`config.mk`:
```
export PLATFORM = sky130hd
export DESIGN_NAME = period_capture_timer
export DESIGN_NICKNAME = d
export VERILOG_FILES = /design/src/rtl/pct_pkg.sv /design/src/rtl/edge_sync.sv /design/src/rtl/tick_gen.sv /design/src/rtl/count_core.sv /design/src/rtl/period_capture_timer.sv
export SDC_FILE = /design/constraint.sdc
export NUM_CORES = 1
export LEC_CHECK = 0
export ABC_AREA = 1
export BUFFER_PORTS_ARGS = -buffer_cell sky130_fd_sc_hd__buf_2
export CORE_ASPECT_RATIO = 1.75
export CORE_MARGIN = 2
export CORE_UTILIZATION = 45
export CTS_CLUSTER_DIAMETER = 50
export CTS_CLUSTER_SIZE = 25
export DETAILED_ROUTE_END_ITERATION = 12
export GPL_ROUTABILITY_DRIVEN = 0
export SETUP_SLACK_MARGIN = 0.05
export SLEW_MARGIN = 20
export SYNTH_ARGS = -nofsm -noshare
export SYNTH_HDL_FRONTEND = slang
export SYNTH_SLANG_ARGS = --single-unit
```
`constraint.sdc`:
```
create_clock -name clk_i -period 2.3 [get_ports clk_i]
set_input_delay 0.46 -clock clk_i [delete_from_list [all_inputs] [get_ports clk_i]]
set_output_delay 0.46 -clock clk_i [all_outputs]
set_load 0.02 [all_outputs]
```
`src/rtl/pct_pkg.sv`:
```
package pct_pkg;
  localparam int unsigned BYTE_W = 8;

  typedef enum logic [1:0] {
    CSEL_PRE     = 2'b00,
    CSEL_CMP     = 2'b01,
    CSEL_PRE_ALT = 2'b10,
    CSEL_RTC     = 2'b11
  } clk_sel_e;
endpackage

```
`src/rtl/edge_sync.sv`:
```
module edge_sync #(
  parameter int unsigned STAGES = 2
) (
  input  logic clk_i,
  input  logic rst_ni,
  input  logic d_i,
  output logic rise_o
);
  logic [STAGES-1:0] sr_q;
  logic              prev_q;

  always_ff @(posedge clk_i or negedge rst_ni) begin
    if (!rst_ni) begin
      sr_q   <= '0;
      prev_q <= 1'b0;
    end else begin
      sr_q   <= {sr_q[STAGES-2:0], d_i};
      prev_q <= sr_q[STAGES-1];
    end
  end

  assign rise_o = sr_q[STAGES-1] & ~prev_q;

  p_single_pulse_r4: assert property (@(posedge clk_i) disable iff (!rst_ni)
    rise_o |=> !rise_o);
endmodule

```
`src/rtl/tick_gen.sv`:
```
module tick_gen #(
  parameter int unsigned PRE_DIV = 12,
  parameter int unsigned RTC_DIV = 8
) (
  input  logic clk_i,
  input  logic rst_ni,
  input  logic rtc_rise_i,
  output logic pre_tick_o,
  output logic rtc_tick_o
);
  localparam int unsigned PRE_W = $clog2(PRE_DIV);
  localparam int unsigned RTC_W = $clog2(RTC_DIV);
  localparam logic [PRE_W-1:0] PRE_LAST = PRE_W'(PRE_DIV - 1);
  localparam logic [RTC_W-1:0] RTC_LAST = RTC_W'(RTC_DIV - 1);

  logic [PRE_W-1:0] pre_q;
  logic [RTC_W-1:0] rtc_q;

  // free-running prescaler
  always_ff @(posedge clk_i or negedge rst_ni) begin
    if (!rst_ni)              pre_q <= '0;
    else if (pre_q == PRE_LAST) pre_q <= '0;
    else                      pre_q <= pre_q + 1'b1;
  end

  // counts synchronized oscillator edges
  always_ff @(posedge clk_i or negedge rst_ni) begin
    if (!rst_ni) rtc_q <= '0;
    else if (rtc_rise_i) begin
      if (rtc_q == RTC_LAST) rtc_q <= '0;
      else                   rtc_q <= rtc_q + 1'b1;
    end
  end

  assign pre_tick_o = (pre_q == PRE_LAST);
  assign rtc_tick_o = rtc_rise_i && (rtc_q == RTC_LAST);

  p_pre_pulse_r3: assert property (@(posedge clk_i) disable iff (!rst_ni)
    pre_tick_o |=> !pre_tick_o);
  p_rtc_tick_edge_r5: assert property (@(posedge clk_i) disable iff (!rst_ni)
    rtc_tick_o |=> (rtc_q == '0));
endmodule

```
`src/rtl/count_core.sv`:
```
module count_core #(
  parameter int unsigned CNT_W  = 16,
  parameter int unsigned ADDR_W = 3
) (
  input  logic              clk_i,
  input  logic              rst_ni,
  input  logic              count_en_i,
  input  logic              cap_evt_i,
  input  logic              cap_mode_i,
  input  logic              irq_en_i,
  input  logic              wr_en_i,
  input  logic [ADDR_W-1:0] wr_addr_i,
  input  logic [7:0]        wr_data_i,
  output logic [CNT_W-1:0]  count_o,
  output logic [CNT_W-1:0]  reload_o,
  output logic              flag_o,
  output logic              irq_o
);
  localparam int unsigned BYTES = CNT_W / 8;
  localparam logic [ADDR_W-1:0] FLAG_ADDR = ADDR_W'(2 * BYTES);
  localparam logic [CNT_W-1:0]  CNT_MAX   = '1;

  logic [CNT_W-1:0] count_q, count_d, reload_q, reload_d;
  logic             flag_q;
  logic [BYTES-1:0] cnt_wr, rld_wr;
  logic             overflow, flag_clr;

  for (genvar b = 0; b < BYTES; b++) begin : g_lane
    assign cnt_wr[b] = wr_en_i && (wr_addr_i == ADDR_W'(b));
    assign rld_wr[b] = wr_en_i && (wr_addr_i == ADDR_W'(BYTES + b));
  end

  assign overflow = count_en_i && (count_q == CNT_MAX);
  assign flag_clr = wr_en_i && (wr_addr_i == FLAG_ADDR) && !wr_data_i[0];

  always_comb begin
    count_d = count_q;
    if (count_en_i) begin
      if (count_q == CNT_MAX) count_d = cap_mode_i ? '0 : reload_q;
      else                    count_d = count_q + 1'b1;
    end
    for (int b = 0; b < BYTES; b++)
      if (cnt_wr[b]) count_d[8*b +: 8] = wr_data_i;
  end

  // capture has priority over a software reload write
  always_comb begin
    reload_d = reload_q;
    for (int b = 0; b < BYTES; b++)
      if (rld_wr[b]) reload_d[8*b +: 8] = wr_data_i;
    if (cap_evt_i) reload_d = count_q;
  end

  always_ff @(posedge clk_i or negedge rst_ni) begin
    if (!rst_ni) begin
      count_q  <= '0;
      reload_q <= '0;
      flag_q   <= 1'b0;
    end else begin
      count_q  <= count_d;
      reload_q <= reload_d;
      flag_q   <= (flag_q & ~flag_clr) | cap_evt_i | overflow;
    end
  end

  assign count_o  = count_q;
  assign reload_o = reload_q;
  assign flag_o   = flag_q;
  assign irq_o    = flag_q & irq_en_i;

  p_capture_load_r7: assert property (@(posedge clk_i) disable iff (!rst_ni)
    cap_evt_i |=> (reload_q == $past(count_q)));
  p_flag_sticky_r10: assert property (@(posedge clk_i) disable iff (!rst_ni)
    (flag_q && !flag_clr) |=> flag_q);
  p_set_wins_r10: assert property (@(posedge clk_i) disable iff (!rst_ni)
    (cap_evt_i && flag_clr) |=> flag_q);
  p_hold_r6: assert property (@(posedge clk_i) disable iff (!rst_ni)
    (!count_en_i && !(|cnt_wr)) |=> $stable(count_q));
  p_wrap_r9: assert property (@(posedge clk_i) disable iff (!rst_ni)
    (overflow && cap_mode_i && !(|cnt_wr)) |=> (count_q == '0 && flag_q));
  p_reload_r9: assert property (@(posedge clk_i) disable iff (!rst_ni)
    (overflow && !cap_mode_i && !(|cnt_wr) && !(|rld_wr) && !cap_evt_i)
      |=> (count_q == reload_q && flag_q));
endmodule

```
`src/rtl/period_capture_timer.sv`:
```
module period_capture_timer #(
  parameter int unsigned CNT_W       = 16,
  parameter int unsigned PRE_DIV     = 12,
  parameter int unsigned RTC_DIV     = 8,
  parameter int unsigned SYNC_STAGES = 2,
  parameter int unsigned ADDR_W      = 3
) (
  input  logic              clk_i,
  input  logic              rst_ni,
  input  logic              cmp_i,
  input  logic              rtc_i,
  input  logic              run_i,
  input  logic              sysclk_mode_i,
  input  logic [1:0]        clk_sel_i,
  input  logic              capture_en_i,
  input  logic              cap_src_i,
  input  logic              irq_en_i,
  input  logic              wr_en_i,
  input  logic [ADDR_W-1:0] wr_addr_i,
  input  logic [7:0]        wr_data_i,
  input  logic [ADDR_W-1:0] rd_addr_i,
  output logic [7:0]        rd_data_o,
  output logic              flag_o,
  output logic              irq_o
);
  import pct_pkg::*;

  localparam int unsigned BYTES  = CNT_W / BYTE_W;
  localparam int unsigned N_SLOW = 2;
  localparam logic [ADDR_W-1:0] FLAG_ADDR = ADDR_W'(2 * BYTES);

  logic [N_SLOW-1:0] slow_raw, slow_rise;
  logic              cmp_rise, rtc_rise, pre_tick, rtc_tick;
  logic              src_tick, count_en, cap_evt;
  logic [CNT_W-1:0]  count, reload;
  logic              flag;

  assign slow_raw = {rtc_i, cmp_i};

  for (genvar g = 0; g < N_SLOW; g++) begin : g_sync
    edge_sync #(.STAGES(SYNC_STAGES)) u_sync (
      .clk_i  (clk_i),
      .rst_ni (rst_ni),
      .d_i    (slow_raw[g]),
      .rise_o (slow_rise[g])
    );
  end

  assign cmp_rise = slow_rise[0];
  assign rtc_rise = slow_rise[1];

  tick_gen #(.PRE_DIV(PRE_DIV), .RTC_DIV(RTC_DIV)) u_ticks (
    .clk_i      (clk_i),
    .rst_ni     (rst_ni),
    .rtc_rise_i (rtc_rise),
    .pre_tick_o (pre_tick),
    .rtc_tick_o (rtc_tick)
  );

  always_comb begin
    unique case (clk_sel_e'(clk_sel_i))
      CSEL_CMP: src_tick = cmp_rise;
      CSEL_RTC: src_tick = rtc_tick;
      default:  src_tick = pre_tick;
    endcase
  end

  assign count_en = run_i & (sysclk_mode_i | src_tick);
  assign cap_evt  = capture_en_i & (cap_src_i ? cmp_rise : rtc_tick);

  count_core #(.CNT_W(CNT_W), .ADDR_W(ADDR_W)) u_core (
    .clk_i      (clk_i),
    .rst_ni     (rst_ni),
    .count_en_i (count_en),
    .cap_evt_i  (cap_evt),
    .cap_mode_i (capture_en_i),
    .irq_en_i   (irq_en_i),
    .wr_en_i    (wr_en_i),
    .wr_addr_i  (wr_addr_i),
    .wr_data_i  (wr_data_i),
    .count_o    (count),
    .reload_o   (reload),
    .flag_o     (flag),
    .irq_o      (irq_o)
  );

  always_comb begin
    rd_data_o = '0;
    for (int b = 0; b < BYTES; b++) begin
      if (rd_addr_i == ADDR_W'(b))         rd_data_o = count[8*b +: 8];
      if (rd_addr_i == ADDR_W'(BYTES + b)) rd_data_o = reload[8*b +: 8];
    end
    if (rd_addr_i == FLAG_ADDR) rd_data_o = {7'b0, flag};
  end

  assign flag_o = flag;

  p_irq_gate_r11: assert property (@(posedge clk_i) disable iff (!rst_ni)
    (!irq_en_i || !flag_o) |-> !irq_o);
  p_stopped_r6: assert property (@(posedge clk_i) disable iff (!rst_ni)
    (!run_i && !wr_en_i) |=> (count == $past(count)));
  p_sysclk_r2: assert property (@(posedge clk_i) disable iff (!rst_ni)
    (run_i && sysclk_mode_i && !wr_en_i && count != '1) |=> (count == $past(count) + 1'b1));
endmodule

```
==> results summary <==
The number of antenna violations at the first check in global routing is 0. TritonCTS built the clock tree. The number of top-level pins is 36. The layer flagged by global routing as most heavily used is met2. The starting density of the core came out at 46.4%.

Yosys printed 0 warnings. The total area inside the core boundary comes to 6540 µm². Summed over all layers, the routed wires come to 9.01 mm. The number of antenna diodes in the final layout is 0.

The latest clock arrival within the worst-skew pair is 0.30 ns. The worst hold-check path type is in -> async. The post-CTS setup-driven buffer insertion count is 0.

The average instance area after synthesis came out at 7.31 µm². After global routing the overflow that remains totals 0. The final cell count without fillers came out at 539.

The final-layout worst hold slack came out at 0.139 ns. The flow ran to the end, and the final reports show no timing, DRC or antenna violations. The met3 usage in global routing is 3.51%. Sorting the synthesized cells by area gives the leading types as sky130_fd_sc_hd__dfrtp_1 38%, sky130_fd_sc_hd__nand3_1 14%, sky130_fd_sc_hd__nand2_1 14%.

The number of instances in the synthesized netlist is 415. STA classifies the critical path startpoint as an input port. The clock input transition at the sequential cells of the worst setup and hold paths came out at 0.06 ns. The leakage power came out at 1.76 nW.

Dividing the detail-routed wire length by the instance count gives 16.7 µm. At the worst endpoint, the arrival time is 1.67 ns. On the critical path, the stage with the largest delay is an instance of sky130_fd_sc_hd__nand2_1. The top fanout value on the critical path came out at 7.

The number of levels the H-tree was split into came out at 2. The number of fill cells came out at 673. The number of pins with negative max-slew slack in the final report is 0. Setup repair after global routing left no endpoint under its margin. The number of global-route vias before repair is 3018. The first-pass GRT wire length came out at 14.5 mm. The worst slew margin relative to its limit is 62.6%. The growth of design area from synthesis to finish is 14.9%.

The setup slack of the worst register-to-register path is 0.27 ns. The setup violation total in the final timing report came out at 0. The most common cell after layout, fill and taps aside is sky130_fd_sc_hd__nand2_1. The average via count per standard cell came out at 5.60. The worst clock skew came out at 0.0123 ns.

The total routing usage reported by global routing is 26.0%. The CTS root buffer is sky130_fd_sc_hd__clkbuf_16. The critical path goes through buf_2, inv_1, nand2_1, inv_1, nand2_1, o21ai_0, nor2_1, a21oi_1, buf_2. The die area is 7440 µm². The cell area after layout came out at 3490 µm². The kind of end point of the critical path is a primary output. The met1 routing resource usage after global routing is 29.2%.

The worst-case IR drop observed on VDD is 0.000544 V. The clock tree buffer depth came out at 2. The final hold violation count is 0. The count of buffers added on input and output ports is 35. The aggregate negative setup slack came out at 0 ns. In the final layout, the share of cells above drive strength 1 is 17.5%. The post-synthesis net count came out at 445. The row count is 39.

The total CTS buffers is 5. The cts-stage hold buffer count came out at 0. The DRC marker count from the first detailed-route iteration came out at 183. For this run, the post-layout net count is 487. The post-synthesis register bit count is 46. The cell count after placement came out at 532. The netlist uses 36 different library cells. The total power per unit cell area is 807 nW/µm². The number of search-and-repair iterations in the first detailed-routing pass is 4. From left edge to right edge, the die measures 66.1 µm. The endpoint identified for the worst register-to-register timing path is u_core.count_o[7]$_DFFE_PN0P_.

From bottom edge to top edge, the die measures 113 µm. The area fraction of the dominant cell type after synthesis came out at 37.9%. The maximum number of pins on one net before global-route repair came out at 23. The fraction of the cycle the final worst path needs came out at 92.7%. Once placement finished, the instance area stood at 3320 µm². In this run the critical register-to-register path is launched from u_core.count_o[1]$_DFFE_PN0P_. For the worst flop-to-flop path, the logic depth is 8. For the pin with the worst max-slew slack, the measured transition is 0.560 ns. The post-cts sizing count came out at 0.

In this design, the stage delay of the slowest critical-path cell is 0.22 ns. The overall via count from detail_route is 3020. For the worst setup path, the data required time is 1.84 ns.

The synthesized netlist occupies a cell area of 3030 µm². Detailed placement finished with a half-perimeter wire length of 6.93 mm. The share of the core filled with cells in the final layout is 53.3%. For this run, the top clock speed supported by timing is 0.469 GHz. The worst setup path is of the in -> out kind. The minimum clock period came out at 2.13 ns. For this run, design rule violations remaining after detail routing come to 0. For this run, global-route usage on met2 was measured as 46.3%.

In the layout the commonest cells are 110 x sky130_fd_sc_hd__nand2_1, 83 x sky130_fd_sc_hd__nand3_1, 48 x sky130_fd_sc_hd__inv_1, 46 x sky130_fd_sc_hd__dfrtp_1, 35 x sky130_fd_sc_hd__buf_2. For this run, the register share of the synthesized area comes to 37.9%. The cell type with the highest aggregate area in the netlist is sky130_fd_sc_hd__dfrtp_1.

The worst path buffer plus inverter count came out at 4. The count of max-cap constraint violations is 0. Grouping stages by cell kind, the critical path spends the most delay in buffers and inverters.

The count of nets left with antenna violations once routing finished came out at 0. The clock sink total is 46.
==> final cells by class <==
| class | instances | area, µm² | share of cell area (%) |
|---|---|---|---|
| clock buffer | 6 | 139 | 3.98 |
| sequential | 46 | 1150 | 33.0 |
| tap | 82 | 103 | 2.94 |
| multi-input combinational | 306 | 1610 | 46.1 |
| inverter | 51 | 191 | 5.49 |
| clock inverter | 1 | 30.0 | 0.861 |
| timing repair buffer | 47 | 265 | 7.61 |
==> power by group <==
group / internal, mW / switching, mW / total, mW / leakage [nW]
Clock: 0.536 / 0.302 / 0.839 / 0.0829
Combinational: 0.293 / 0.470 / 0.762 / 1.11
Sequential: 0.997 / 0.218 / 1.21 / 0.566
Total: 1.83 / 0.989 / 2.82 / 1.76
==> how the worst max path moves through the flow <==
stage / from / to / slack (ns) / depth (start not counted)
final: rd_addr_i[0] / rd_data_o[7] / 0.17 / 9
after global routing: rd_addr_i[0] / rd_data_o[7] / 0.05 / 9
after CTS: rd_addr_i[2] / rd_data_o[7] / 0.16 / 7
after detailed placement: rd_addr_i[2] / rd_data_o[7] / 0.16 / 7
after global placement: rd_addr_i[2] / rd_data_o[7] / 0.18 / 7
after floorplan: rd_addr_i[1] / rd_data_o[6] / 0.39 / 4
==> stage by stage <==
step / power (mW) / worst slack [ns]
after detailed placement: 1.99 / 0.165
after global routing: 2.99 / 0.0534
final: 2.82 / 0.168
after floorplan: 1.73 / 0.388
after CTS: 2.83 / 0.165
after global placement: 1.98 / 0.185
==> state kept, by name (all words and copies together) (netlist names) <==
signal and flops:
u_core.count_o 16, u_ticks.rtc_q 3, g_sync.u_sync.sr_q 4, g_sync.u_sync.prev_q 2, u_core.reload_o 16, u_core.flag_o 1
u_ticks.pre_q 4
==> cell families after synthesis <==
group	after synthesis	share of synthesized area, %
fa+ha+maj	4	1.65
compound gates	46	9.90
simple gates	251	39.9
buf+inv	63	9.15
flops	46	37.9
xor+xnor	5	1.44
==> Yosys cell counts <==
| cell | number |
|---|---|
| sky130_fd_sc_hd__a21o_1 | 1 |
| sky130_fd_sc_hd__a21oi_1 | 5 |
| sky130_fd_sc_hd__a31oi_1 | 3 |
| sky130_fd_sc_hd__and2_1 | 1 |
| sky130_fd_sc_hd__buf_2 | 4 |
| sky130_fd_sc_hd__buf_4 | 2 |
| sky130_fd_sc_hd__buf_6 | 1 |
| sky130_fd_sc_hd__buf_8 | 1 |
| sky130_fd_sc_hd__clkbuf_1 | 3 |
| sky130_fd_sc_hd__clkbuf_8 | 1 |
| sky130_fd_sc_hd__dfrtp_1 | 46 |
| sky130_fd_sc_hd__ha_1 | 4 |
| sky130_fd_sc_hd__inv_1 | 48 |
| sky130_fd_sc_hd__inv_2 | 3 |
| sky130_fd_sc_hd__nand2_1 | 110 |
| sky130_fd_sc_hd__nand2_2 | 2 |
| sky130_fd_sc_hd__nand2_4 | 1 |
| sky130_fd_sc_hd__nand3_1 | 83 |
| sky130_fd_sc_hd__nand3_2 | 9 |
| sky130_fd_sc_hd__nand3b_1 | 1 |
| sky130_fd_sc_hd__nand3b_2 | 1 |
| sky130_fd_sc_hd__nand4_1 | 6 |
| sky130_fd_sc_hd__nor2_1 | 27 |
| sky130_fd_sc_hd__nor2_2 | 2 |
| sky130_fd_sc_hd__nor2_4 | 5 |
| sky130_fd_sc_hd__nor2_8 | 1 |
| sky130_fd_sc_hd__nor3_2 | 1 |
| sky130_fd_sc_hd__o211ai_1 | 6 |
| sky130_fd_sc_hd__o21a_1 | 1 |
| sky130_fd_sc_hd__o21ai_0 | 15 |
| sky130_fd_sc_hd__o221ai_1 | 10 |
| sky130_fd_sc_hd__o22a_1 | 1 |
| sky130_fd_sc_hd__o22ai_1 | 4 |
| sky130_fd_sc_hd__or2_0 | 1 |
| sky130_fd_sc_hd__xnor2_1 | 1 |
| sky130_fd_sc_hd__xor2_1 | 4 |
==> worst register-to-register path: stages, from the launching register on <==
cell and delay (ns):
sky130_fd_sc_hd__dfrtp_1 0.47, sky130_fd_sc_hd__ha_1 0.28, sky130_fd_sc_hd__inv_1 0.09, sky130_fd_sc_hd__nor2_4 0.18
sky130_fd_sc_hd__nand4_1 0.48, sky130_fd_sc_hd__nand3_1 0.22, sky130_fd_sc_hd__nand2_1 0.08, sky130_fd_sc_hd__nand2_1 0.07
sky130_fd_sc_hd__nand3_2 0.05
==> per-layer routing <==
layer  vias up  share of wire (%)  wire length (µm)
met2        95                 54              4870
li1       1467                  -                 -
met4         0                3.2               287
met3        22                4.7               428
met1      1436                 38              3420
met5         -                  0                 0
No activity file was read; power rests on OpenSTA's default activity.
